File: config.mk
export PLATFORM = sky130hd
export DESIGN_NAME = sec_bus_arbiter
export DESIGN_NICKNAME = d
export VERILOG_FILES = /design/src/rtl/sba_pkg.sv /design/src/rtl/sba_rr_pick.sv /design/src/rtl/sba_park_policy.sv /design/src/rtl/sba_grant_ctrl.sv /design/src/rtl/sec_bus_arbiter.sv
export SDC_FILE = /design/constraint.sdc
export NUM_CORES = 1
export LEC_CHECK = 0
export ABC_CLOCK_PERIOD_IN_PS = 12100
export BUFFER_PORTS_ARGS = -buffer_cell sky130_fd_sc_hd__buf_2
export CAP_MARGIN = 0
export CORE_AREA = 2 2 134 136
export CTS_CLUSTER_DIAMETER = 60
export CTS_CLUSTER_SIZE = 16
export DETAILED_ROUTE_END_ITERATION = 8
export DIE_AREA = 0 0 136 138
export PLACE_DENSITY = 0.58
export SLEW_MARGIN = 10
export SYNTH_ARGS = -nofsm -noshare
export SYNTH_HDL_FRONTEND = slang
export SYNTH_SLANG_ARGS = --single-unit
File: constraint.sdc
create_clock -name clk -period 12.1 [get_ports clk]
set_clock_uncertainty 0.05 [all_clocks]
set_input_delay 1.21 -clock clk [delete_from_list [all_inputs] [get_ports clk]]
set_output_delay 1.21 -clock clk [all_outputs]
set_load 0.005 [all_outputs]
File: src/rtl/sba_pkg.sv
package sba_pkg;
  localparam int SBA_EXT_DEFAULT = 9;

  typedef enum logic {
    ARB_OUTSIDE = 1'b0,
    ARB_INSIDE  = 1'b1
  } sba_mode_e;
endpackage

File: src/rtl/sba_rr_pick.sv
module sba_rr_pick #(
  parameter  int NA = 10,
  localparam int AW = $clog2(NA)
) (
  input  logic [NA-1:0] req,
  input  logic [AW-1:0] last,
  output logic          hit,
  output logic [AW-1:0] win
);
  logic [AW-1:0] cand [NA];

  // candidate k is the agent k+1 places after the last owner
  for (genvar k = 0; k < NA; k++) begin : g_cand
    assign cand[k] = AW'((int'(last) + 1 + k) % NA);
  end

  always_comb begin
    hit = 1'b0;
    win = last;
    for (int k = NA - 1; k >= 0; k--) begin
      if (req[cand[k]]) begin
        hit = 1'b1;
        win = cand[k];
      end
    end
  end
endmodule

File: src/rtl/sba_park_policy.sv
module sba_park_policy #(
  parameter  int NA = 10,
  localparam int AW = $clog2(NA),
  localparam logic [AW-1:0] BR = AW'(NA - 1)
) (
  input  logic          clk,
  input  logic          rst_n,
  input  logic          arb_en,
  input  logic          frame_n,
  input  logic [NA-1:0] gnt_q,
  input  logic          cfg_we,
  input  logic          cfg_park_bridge,
  output logic [AW-1:0] last_owner,
  output logic [AW-1:0] park_idx
);
  logic          park_cfg_q;
  logic [AW-1:0] last_q;
  logic [AW-1:0] holder_idx;

  always_comb begin
    holder_idx = '0;
    for (int i = 0; i < NA; i++) begin
      if (gnt_q[i]) holder_idx = holder_idx | AW'(i);
    end
  end

  always_ff @(posedge clk or negedge rst_n) begin
    if (!rst_n) begin
      park_cfg_q <= 1'b0;
      last_q     <= BR;
    end else begin
      if (cfg_we) park_cfg_q <= cfg_park_bridge;
      if (arb_en && !frame_n && (|gnt_q)) last_q <= holder_idx;
    end
  end

  assign last_owner = last_q;
  assign park_idx   = park_cfg_q ? BR : last_q;

  // ownership history only moves on a busy-bus edge
  assert_owner_on_frame_R6: assert property (@(posedge clk) disable iff (!rst_n)
    (last_q != $past(last_q)) |-> !$past(frame_n));

  // configuration bit holds without a write strobe
  assert_cfg_hold_R8: assert property (@(posedge clk) disable iff (!rst_n)
    !cfg_we |=> $stable(park_cfg_q));
endmodule

File: src/rtl/sba_grant_ctrl.sv
module sba_grant_ctrl #(
  parameter  int NA = 10,
  localparam int AW = $clog2(NA),
  localparam logic [AW-1:0] BR = AW'(NA - 1)
) (
  input  logic          clk,
  input  logic          rst_n,
  input  logic          arb_en,
  input  logic          frame_n,
  input  logic          irdy_n,
  input  logic          req_n0,
  input  logic          bridge_req,
  input  logic          hit,
  input  logic [AW-1:0] win,
  input  logic [AW-1:0] park_idx,
  output logic [NA-1:0] gnt_q,
  output logic          xgnt_q,
  output logic          xpark_q,
  output logic          xbreq_q
);
  sba_pkg::sba_mode_e mode;
  logic [AW-1:0]      target;
  logic [NA-1:0]      gnt_d;

  assign mode   = arb_en ? sba_pkg::ARB_INSIDE : sba_pkg::ARB_OUTSIDE;
  assign target = hit ? win : park_idx;

  always_comb begin
    gnt_d = gnt_q;
    if (mode == sba_pkg::ARB_OUTSIDE) begin
      gnt_d = '0;
    end else if (gnt_q == '0) begin
      gnt_d = NA'(1) << target;
    end else if (!gnt_q[target] && frame_n) begin
      gnt_d = '0;
    end
  end

  always_ff @(posedge clk or negedge rst_n) begin
    if (!rst_n) begin
      gnt_q   <= NA'(1) << BR;
      xgnt_q  <= 1'b0;
      xpark_q <= 1'b0;
      xbreq_q <= 1'b0;
    end else begin
      gnt_q   <= gnt_d;
      xgnt_q  <= (mode == sba_pkg::ARB_OUTSIDE) && !req_n0;
      xpark_q <= (mode == sba_pkg::ARB_OUTSIDE) && !req_n0 && frame_n && irdy_n;
      xbreq_q <= (mode == sba_pkg::ARB_OUTSIDE) && bridge_req;
    end
  end

  assert_grant_onehot_R2: assert property (@(posedge clk) disable iff (!rst_n)
    $onehot0(gnt_q));

  assert_break_before_make_R3: assert property (@(posedge clk) disable iff (!rst_n)
    (|gnt_q) |=> (gnt_q == '0) || (gnt_q == $past(gnt_q)));

  assert_no_cut_R4: assert property (@(posedge clk) disable iff (!rst_n)
    (arb_en && !frame_n && (|gnt_q)) |=> (gnt_q == $past(gnt_q)));

  assert_outside_clear_R9: assert property (@(posedge clk) disable iff (!rst_n)
    !arb_en |=> (gnt_q == '0));
endmodule

File: src/rtl/sec_bus_arbiter.sv
module sec_bus_arbiter #(
  parameter  int N_EXT = sba_pkg::SBA_EXT_DEFAULT,
  localparam int NA    = N_EXT + 1,
  localparam int AW    = $clog2(NA)
) (
  input  logic             clk,
  input  logic             rst_n,
  input  logic             arb_en,
  input  logic             cfg_we,
  input  logic             cfg_park_bridge,
  input  logic [N_EXT-1:0] req_n,
  input  logic             bridge_req,
  input  logic             frame_n,
  input  logic             irdy_n,
  output logic [N_EXT-1:0] gnt_n,
  output logic             bridge_gnt,
  output logic             bridge_park
);
  logic [NA-1:0] req_vec;
  logic [NA-1:0] gnt_q;
  logic [AW-1:0] last_owner;
  logic [AW-1:0] park_idx;
  logic [AW-1:0] win;
  logic          hit;
  logic          xgnt_q;
  logic          xpark_q;
  logic          xbreq_q;

  assign req_vec = {bridge_req, ~req_n};

  sba_rr_pick #(.NA(NA)) u_pick (
    .req  (req_vec),
    .last (last_owner),
    .hit  (hit),
    .win  (win)
  );

  sba_park_policy #(.NA(NA)) u_park (
    .clk             (clk),
    .rst_n           (rst_n),
    .arb_en          (arb_en),
    .frame_n         (frame_n),
    .gnt_q           (gnt_q),
    .cfg_we          (cfg_we),
    .cfg_park_bridge (cfg_park_bridge),
    .last_owner      (last_owner),
    .park_idx        (park_idx)
  );

  sba_grant_ctrl #(.NA(NA)) u_gnt (
    .clk        (clk),
    .rst_n      (rst_n),
    .arb_en     (arb_en),
    .frame_n    (frame_n),
    .irdy_n     (irdy_n),
    .req_n0     (req_n[0]),
    .bridge_req (bridge_req),
    .hit        (hit),
    .win        (win),
    .park_idx   (park_idx),
    .gnt_q      (gnt_q),
    .xgnt_q     (xgnt_q),
    .xpark_q    (xpark_q),
    .xbreq_q    (xbreq_q)
  );

  assign gnt_n       = ~(gnt_q[N_EXT-1:0] | {{(N_EXT-1){1'b0}}, xbreq_q});
  assign bridge_gnt  = gnt_q[N_EXT] | xgnt_q;
  assign bridge_park = xpark_q;

  assert_port_single_grant_R2: assert property (@(posedge clk) disable iff (!rst_n)
    (arb_en && $past(arb_en)) |-> $onehot0({~gnt_n, bridge_gnt}));

  assert_outside_bridge_R9: assert property (@(posedge clk) disable iff (!rst_n)
    !arb_en |=> (bridge_gnt == !$past(req_n[0])));
endmodule

==> summary.txt, run 1 <==
Status
  • Outcome: completed

Logic synthesis
  • Synth top area share: 0.0829
  • Asr flop ratio synth: 1.00
  • Synthesized area per cell: 7.07 µm²
  • Syn. warnings: 0
  • Mapped cell area: roughly 7700 µm²
  • Yosys reg bits: 18
  • Number of synthesized flops with an enable pin: 0
  • Ys flop type: dfrtp_1
  • Cells after synthesis: 1089
  • Netlist cell types: 108
  • Post-Syn Nets: 1157
  • Register area share after synthesis: 0.0590
  • Yosys top cell by area: ha_1
  • Top post-synthesis cells by area: ha_1 (8.3%), dfrtp_1 (4.9%), o21ai_0 (4.7%)

Final layout
  • Register area: between 400 and 500 µm²
  • Layout fillers: 1847
  • Layout cell share with drive strength beyond 1: 0.123
  • Synthesis-to-layout area growth: 4.57%
  • Nets@finish: 1144
  • Most common cell after layout, fill and taps aside: nand2_1
  • Most frequent cells in the layout: nand2_1 (94), nor2_1 (74), o21ai_0 (72), a21oi_1 (64), ha_1 (51)
  • Multi-input logic area: 6750 µm²
  • Final Non-Filler Cells: between 1000 and 1500

Clock tree
  • Clk root buf: clkbuf_16
  • CTS buffer count: 3
  • Max clock buf depth: 2
  • Clk slew on worst S/H paths: 0.05 ns
  • CTS sink cnt: 18
  • Hold_buf cts: 0
  • CTS tree: done
  • CTS H-tree depth: 1
  • Post-CTS Setup Inserts: 0
  • Worst-skew pair later-pin latency: around 0.25 ns
  • Resize count post-CTS: 0

Timing
  • Setup violations, final: 0
  • Least-Margin Pin Slew: 1.06 ns
  • Hold Fails Final Rpt: 0
  • RSZ-0062 raised after global routing: no
  • Worst rel slew slack: 0.286
  • Fin crit period: between 9 and 10 ns
  • Final Max Tran Viols: 0
  • Sum of negative setup slack: 0 ns
  • Fin crit share: 0.803
  • Fmax: 0.103 GHz
  • Worst hold slack: ~0.54 ns

Die
  • Die Y: 138 µm
  • Site Rows: 49
  • Die width: about 140 µm
  • CORE AREA: 17500 µm²
  • I/O pin count: 28
  • Die ar.: roughly 19000 µm²
  • Initial Util: 0.439

Placed design
  • Number of instances in the placed design: 1300
  • HPWL after DPL: 19.9 mm
  • Routability cong.: 0.970
  • # port buffers: 27

Worst setup path
  • Worst setup EP type: flip-flop
  • Worst-case reg-to-reg path depth: 31
  • CP Launch Type: flip-flop
  • Reg-to-reg critical path startpoint: u_park.last_owner[0]
  • CP Max Fanout: 27
  • Most frequent cell on the critical path: ha_1
  • CP Class: reg2reg
  • Slowest cell on crit path: dfstp_2
  • Reg-to-reg setup timing slack: approximately 2.4 ns
  • CP Data Required Time: about 12 ns
  • Arr. time, crit path: 9.78 ns
  • Slowest stage delay, CP: 0.87 ns
  • R2R Path End: u_gnt.gnt_q[2]

Routing
  • Vias: approximately 8700
  • Vias/cell: 6.67
  • Residual DRC: 0
  • Initial DRC count: 855
  • DRT antenna net count: 0
  • 1st-pass router iterations: 5
  • Routed WL per cell: 20.1 µm
  • WL final: 26.2 mm

GRT
  • First-pass GRT wire length: 42.4 mm
  • Grt ovf: 0
  • Largest net degree at the start of global routing: 36
  • Number of global-route vias before repair: 7977
  • Antenna violations before repair: 1
  • GRT Overall Usage: 0.273

Min path
  • Hold path startpoint: u_gnt.gnt_q[9]
  • Worst min path class: reg2reg
  • WHS Path Cells: 2
  • Worst hold path endpoint: u_park.last_owner[3]

Flow run
  • Max_cap viols: 0
## area by class of cell
cell class / instances / area share
inverter: 57 / 0.0272
tap: 229 / 0.0356
multi-input combinational: 954 / 0.839
antenna: 1 / 0.000311
clock buffer: 4 / 0.0110
timing repair buffer: 42 / 0.0308
sequential: 18 / 0.0564
## synthesized netlist by cell type (all sizes together), types with 26 or more instances
| library cell | n |
|---|---|
| a21oi | 65 |
| a211oi | 26 |
| ha | 51 |
| inv | 54 |
| nand2 | 95 |
| o21ai | 88 |
| nor3 | 28 |
| xnor2 | 29 |
| nand3 | 36 |
| buf | 34 |
| mux2i | 28 |
| clkbuf | 26 |
| o211ai | 29 |
| nor2 | 75 |
## critical path: cells and delay by family (launching register included)
kind,cells,cell delay [ns]
AND/OR/NAND/NOR,11,2.22
adder cells (fa/ha/maj),5,1.67
AO/OA/AOI/OAI,11,3.26
XOR/XNOR,1,0.63
flip-flops,1,0.87
buffers and inverters,1,0.22
multiplexers,2,0.65
## flip-flops by register name, summed over array words and instances (netlist names)
| signal | cells |
|---|---|
| u_gnt.xgnt_q | 1 |
| u_gnt.xpark_q | 1 |
| u_gnt.gnt_q | 10 |
| u_park.park_cfg_q | 1 |
| u_gnt.xbreq_q | 1 |
| u_park.last_owner | 4 |
## worst max path at each step
| stage | cells after the start | start | end | slack (ns) |
|---|---|---|---|---|
| after global routing | 30 | u_park.last_owner[0] | u_gnt.gnt_q[2] | 1.41 |
| after detailed placement | 31 | u_park.last_owner[0] | u_gnt.gnt_q[2] | 2.58 |
| after floorplan | 37 | u_park.last_owner[0] | u_gnt.gnt_q[2] | 3.43 |
| after CTS | 31 | u_park.last_owner[0] | u_gnt.gnt_q[2] | 2.55 |
| after global placement | 31 | u_park.last_owner[0] | u_gnt.gnt_q[2] | 2.68 |
| final | 31 | u_park.last_owner[0] | u_gnt.gnt_q[2] | 2.38 |
## metal layers
layer	wire length, µm	part of all wire	track usage	vias up
met2	11700	0.44	0.425	357
met5	0	0	0	-
met4	516	0.020	0.0609	0
li1	-	-	-	4204
met1	12200	0.47	0.401	4102
met3	1850	0.070	0.0326	43
## kinds of logic (layout without fill, tap and decap cells)
group                      Yosys count  after routing  share of synthesized area
AOI/OAI and AO/OA                  413            413                      0.386
muxes                               55             55                     0.0847
other                                0              1                          0
buffers and inverters              117            103                     0.0640
and+or+nand+nor                    401            401                      0.275
xor gates and xnor gates            33             33                     0.0471
DFF                                 18             18                     0.0590
adders and majority gates           52             52                     0.0842
## stage by stage
stage | instance area (µm²) | utilization | setup WS [ns]
floorplan | 7700 | - | 3.43
global placement | 7960 | 0.454 | 2.68
detailed placement | 7960 | 0.454 | 2.58
CTS | 8050 | 0.459 | 2.55
global route | 8050 | 0.459 | 1.41
finish | 8050 | 0.459 | 2.38
Power of run 1 is not shown: default switching activity piles up to over one toggle a cycle in this logic, so the estimate is an artifact.
==> run 2, diff against run 1 <==
--- a/config.mk
+++ b/config.mk
@@ -5,7 +5,7 @@
 export SDC_FILE = /design/constraint.sdc
 export NUM_CORES = 1
 export LEC_CHECK = 0
-export ABC_CLOCK_PERIOD_IN_PS = 12100
+export ABC_CLOCK_PERIOD_IN_PS = 9900
 export BUFFER_PORTS_ARGS = -buffer_cell sky130_fd_sc_hd__buf_2
 export CAP_MARGIN = 0
 export CORE_AREA = 2 2 134 136
==> constraint.sdc (replaced) <==
create_clock -name clk -period 9.9 [get_ports clk]
set_clock_uncertainty 0.05 [all_clocks]
set_input_delay 0.99 -clock clk [delete_from_list [all_inputs] [get_ports clk]]
set_output_delay 0.99 -clock clk [all_outputs]
set_load 0.005 [all_outputs]
==> summary.txt, run 2 (synthesized netlist as in run 1, its figures left out) <==
Routing
  • Routed WL per cell: slightly above 20 µm
  • Initial DRC count: roughly 830
  • Vias: 8799
  • 1st-pass router iterations: 5
  • DRT antenna net count: 0
  • Vias/cell: 6.69
  • Residual DRC: 0
  • WL final: 26.7 mm

Final layout
  • Most common cell after layout, fill and taps aside: nand2_1
  • Most frequent cells in the layout: nand2_1 (94), nor2_1 (74), o21ai_0 (72), a21oi_1 (64), ha_1 (51)
  • Max FFs per register: 10
  • Synthesis-to-layout area growth: 5.61%
  • Number of antenna diodes: 0
  • Layout cell share with drive strength beyond 1: 0.132
  • Biggest register: u_gnt.gnt_q
  • Nets@finish: 1155

Die
  • Site Rows: 49
  • Die Y: 138 µm
  • CORE AREA: 17500 µm²
  • Die width: around 140 µm
  • I/O pin count: 28
  • Initial Util: 0.439
  • Die ar.: 18800 µm²

Timing
  • Fin crit period: 9.24 ns
  • Least-Margin Pin Slew: 0.985 ns
  • Final Max Tran Viols: 0
  • Setup violations, final: 0
  • Worst rel slew slack: 0.326
  • Hold Fails Final Rpt: 0
  • Fin crit share: 0.933
  • RSZ-0062 raised after global routing: no
  • Fmax: 0.108 GHz
  • Sum of negative setup slack: 0 ns

Worst setup path
  • CP Data Required Time: 9.96 ns
  • CP Class: reg2reg
  • Critical Path Sink: u_gnt.gnt_q[2]
  • Worst setup EP type: flip-flop
  • Slowest stage delay, CP: about 0.7 ns
  • Reg-to-reg setup timing slack: 0.66 ns
  • R2R Path End: u_gnt.gnt_q[2]
  • Reg-to-reg critical path startpoint: u_park.last_owner[0]
  • CP Max Fanout: 25
  • Arr. time, crit path: 9.30 ns
  • Most frequent cell on the critical path: ha_1
  • CP startpoint: u_park.last_owner[0]
  • CP Launch Type: flip-flop
  • Slowest cell on crit path: dfstp_2
  • Worst-case reg-to-reg path depth: 34

Clock tree
  • Clk slew on worst S/H paths: 0.05 ns
  • CTS H-tree depth: 1
  • CTS sink cnt: 18
  • Post-CTS Setup Inserts: 0
  • CTS buffer count: 3
  • CTS tree: done
  • Max clock buf depth: 2
  • Resize count post-CTS: 0
  • Hold_buf cts: 0
  • Worst-skew pair later-pin latency: 0.25 ns
  • Clk root buf: clkbuf_16

GRT
  • Largest net degree at the start of global routing: 34
  • First-pass GRT wire length: 42.4 mm
  • GRT Overall Usage: 0.276
  • Antenna violations before repair: 0
  • Number of global-route vias before repair: 7898
  • Grt ovf: 0

Placed design
  • # port buffers: 27
  • Routability cong.: 0.983
  • HPWL after DPL: about 21 mm

Status
  • Outcome: completed

Min path
  • Worst min path class: reg2reg

Flow run
  • Max_cap viols: 0
## run 2: cell types whose count changed in the layout (fill, tap and decap cells not counted)
cell	change
buf_4	+11
diode_2	-1
## run 2: through the flow
step | cell area, µm² | utilization | hold WS, ns | worst slack (ns) | instances
CTS | 8130 | 0.464 | 0.522 | 0.864 | 1315
finish | 8130 | 0.464 | 0.529 | 0.662 | 1315
detailed placement | 8040 | 0.459 | 0.514 | 0.903 | 1311
global placement | 8040 | 0.459 | 0.516 | 0.914 | 1311
global route | 8130 | 0.464 | 0.555 | 0.00591 | 1315
floorplan | 7700 | - | 0.451 | 1.23 | 1089
## run 2: critical path, delay by kind of cell (launching register included)
kind | cells | cell delay (ns)
AOI/OAI and AO/OA | 10 | 2.94
buffers and inverters | 5 | 1.05
adders and majority gates | 5 | 1.60
DFF | 1 | 0.70
and+or+nand+nor | 14 | 2.75
## run 2: cell type report
type / instances / area [µm²]
multi-input combinational: 954 / 6750
timing repair buffer: 53 / 330
sequential: 18 / 454
inverter: 57 / 219
fill: 1878 / 9400
tap: 229 / 287
clock buffer: 4 / 88.8
## run 2: worst min path at each step
stage	from	end	slack (ns)	depth (start not counted)
floorplan	u_gnt.gnt_q[2]	u_park.last_owner[1]	0.45	2
global placement	u_gnt.gnt_q[9]	u_gnt.gnt_q[9]	0.52	2
detailed placement	u_gnt.gnt_q[9]	u_gnt.gnt_q[9]	0.51	2
CTS	u_gnt.gnt_q[9]	u_gnt.gnt_q[9]	0.52	2
global route	u_gnt.gnt_q[9]	u_park.last_owner[3]	0.56	2
finish	u_gnt.gnt_q[9]	u_gnt.gnt_q[9]	0.53	2
## run 2: routing by layer
layer  up-vias  share of wire  global-route usage
li1       4211              -                   -
met1      4118           0.45               0.405
met2       401           0.43               0.417
met3        69          0.075              0.0297
met4         0          0.038              0.0959
met5         -              0                   0
Power of run 2 is left out for the same reason.
==> run 3, diff against run 2 <==
--- a/config.mk
+++ b/config.mk
@@ -8,12 +8,14 @@
 export ABC_CLOCK_PERIOD_IN_PS = 9900
 export BUFFER_PORTS_ARGS = -buffer_cell sky130_fd_sc_hd__buf_2
 export CAP_MARGIN = 0
+export CELL_PAD_IN_SITES_DETAIL_PLACEMENT = 0
+export CELL_PAD_IN_SITES_GLOBAL_PLACEMENT = 1
 export CORE_AREA = 2 2 134 136
 export CTS_CLUSTER_DIAMETER = 60
 export CTS_CLUSTER_SIZE = 16
 export DETAILED_ROUTE_END_ITERATION = 8
 export DIE_AREA = 0 0 136 138
-export PLACE_DENSITY = 0.58
+export PLACE_DENSITY = 0.75
 export SLEW_MARGIN = 10
 export SYNTH_ARGS = -nofsm -noshare
 export SYNTH_HDL_FRONTEND = slang
==> summary.txt, run 3 (synthesized netlist as in run 1, its figures left out) <==
Final layout
  • Final Non-Filler Cells: 1310
  • Nets@finish: 1150
  • Number of antenna diodes: 0
  • Layout cell share with drive strength beyond 1: 0.128
  • Biggest register: u_gnt.gnt_q
  • Final Core Density: 0.462
  • Register area: 454 µm²
  • Multi-input logic area: 6750 µm²
  • Most common cell after layout, fill and taps aside: nand2_1
  • Most frequent cells in the layout: nand2_1 (94), nor2_1 (74), o21ai_0 (72), a21oi_1 (64), ha_1 (51)
  • Max FFs per register: 10
  • Layout fillers: 1907
  • Synthesis-to-layout area growth: 5.12%

Flow run
  • Max_cap viols: 0

Die
  • Die Y: 138 µm
  • Die ar.: 18800 µm²
  • Die width: 136 µm
  • Initial Util: 0.439
  • CORE AREA: 17500 µm²
  • Site Rows: 49
  • I/O pin count: 28

Clock tree
  • Clk root buf: clkbuf_16
  • Max clock buf depth: 2
  • CTS buffer count: 3
  • CTS tree: done
  • CTS sink cnt: 18
  • Post-CTS Setup Inserts: 0
  • Clk slew on worst S/H paths: approximately 0.06 ns
  • Worst-skew pair later-pin latency: 0.26 ns
  • Hold_buf cts: 0
  • Resize count post-CTS: 0
  • CTS H-tree depth: 1

Worst setup path
  • Slowest cell on crit path: dfrtp_1
  • Worst setup EP type: flip-flop
  • Slowest stage delay, CP: 0.68 ns
  • Arr. time, crit path: 9.35 ns
  • CP Launch Type: flip-flop
  • Most frequent cell on the critical path: ha_1
  • CP Class: reg2reg
  • R2R Path End: u_gnt.gnt_q[2]
  • CP Max Fanout: 24
  • CP Data Required Time: 9.97 ns
  • Reg-to-reg critical path startpoint: u_park.last_owner[1]
  • CP startpoint: u_park.last_owner[1]
  • Reg-to-reg setup timing slack: 0.62 ns
  • Worst-case reg-to-reg path depth: 32

Min path
  • Hold path startpoint: u_gnt.gnt_q[9]
  • Worst min path class: reg2reg
  • WHS Path Cells: 2
  • Worst hold path endpoint: u_gnt.gnt_q[9]

GRT
  • Largest net degree at the start of global routing: between 40 and 50
  • First-pass GRT wire length: about 44 mm
  • Number of global-route vias before repair: 8041
  • Grt ovf: 0
  • GRT Overall Usage: 0.284
  • Antenna violations before repair: 0

Placed design
  • HPWL after DPL: approximately 21 mm
  • Routability cong.: 0.967
  • # port buffers: 27
  • Number of instances in the placed design: roughly 1300

Timing
  • RSZ-0062 raised after global routing: no
  • Fin crit share: 0.937
  • Worst hold slack: 0.535 ns
  • Fmax: 0.108 GHz
  • Fin crit period: 9.28 ns
  • Final Max Tran Viols: 0
  • Worst rel slew slack: 0.301
  • Setup violations, final: 0
  • Hold Fails Final Rpt: 0
  • Sum of negative setup slack: 0 ns
  • Least-Margin Pin Slew: slightly above 1 ns

Routing
  • WL final: 27.4 mm
  • Routed WL per cell: 20.9 µm
  • Vias: 8789
  • 1st-pass router iterations: 8
  • Vias/cell: 6.71
  • Initial DRC count: 923
  • DRT antenna net count: 0
  • Residual DRC: 0

Status
  • Outcome: completed
==> run 3: how the worst max path moves through the flow <==
| stage | end | slack [ns] |
|---|---|---|
| finish | u_gnt.gnt_q[2] | 0.62 |
| global route | u_gnt.gnt_q[2] | 0.02 |
| CTS | u_gnt.gnt_q[2] | 0.82 |
| detailed placement | u_gnt.gnt_q[2] | 0.83 |
| global placement | u_gnt.gnt_q[2] | 1.01 |
| floorplan | u_gnt.gnt_q[2] | 1.23 |
==> run 3: critical path, delay by kind of cell (launching register included) <==
family / cells / cell delay [ns]
AO/OA/AOI/OAI: 10 / 2.94
adder cells (fa/ha/maj): 5 / 1.31
buffers and inverters: 3 / 0.86
AND/OR/NAND/NOR: 12 / 2.65
multiplexers: 2 / 0.62
flip-flops: 1 / 0.68
==> run 3: area by class of cell <==
class	instances	area share
multi-input combinational	954	0.834
sequential	18	0.0561
timing repair buffer	48	0.0362
tap	229	0.0354
inverter	57	0.0271
clock buffer	4	0.0110
==> run 3: through the flow <==
step / setup WS [ns] / area [µm²]
finish: 0.620 / 8090
global route: 0.0187 / 8090
CTS: 0.822 / 8090
detailed placement: 0.825 / 8010
global placement: 1.01 / 8010
floorplan: 1.23 / 7700
==> run 3: routing by layer <==
layer,global-route usage,routed length [µm],up-vias
met5,0,0,-
li1,-,-,4190
met1,0.416,12700,4240
met2,0.443,12300,326
met3,0.0381,1740,33
met4,0.0630,584,0
Power of run 3 is left out for the same reason.
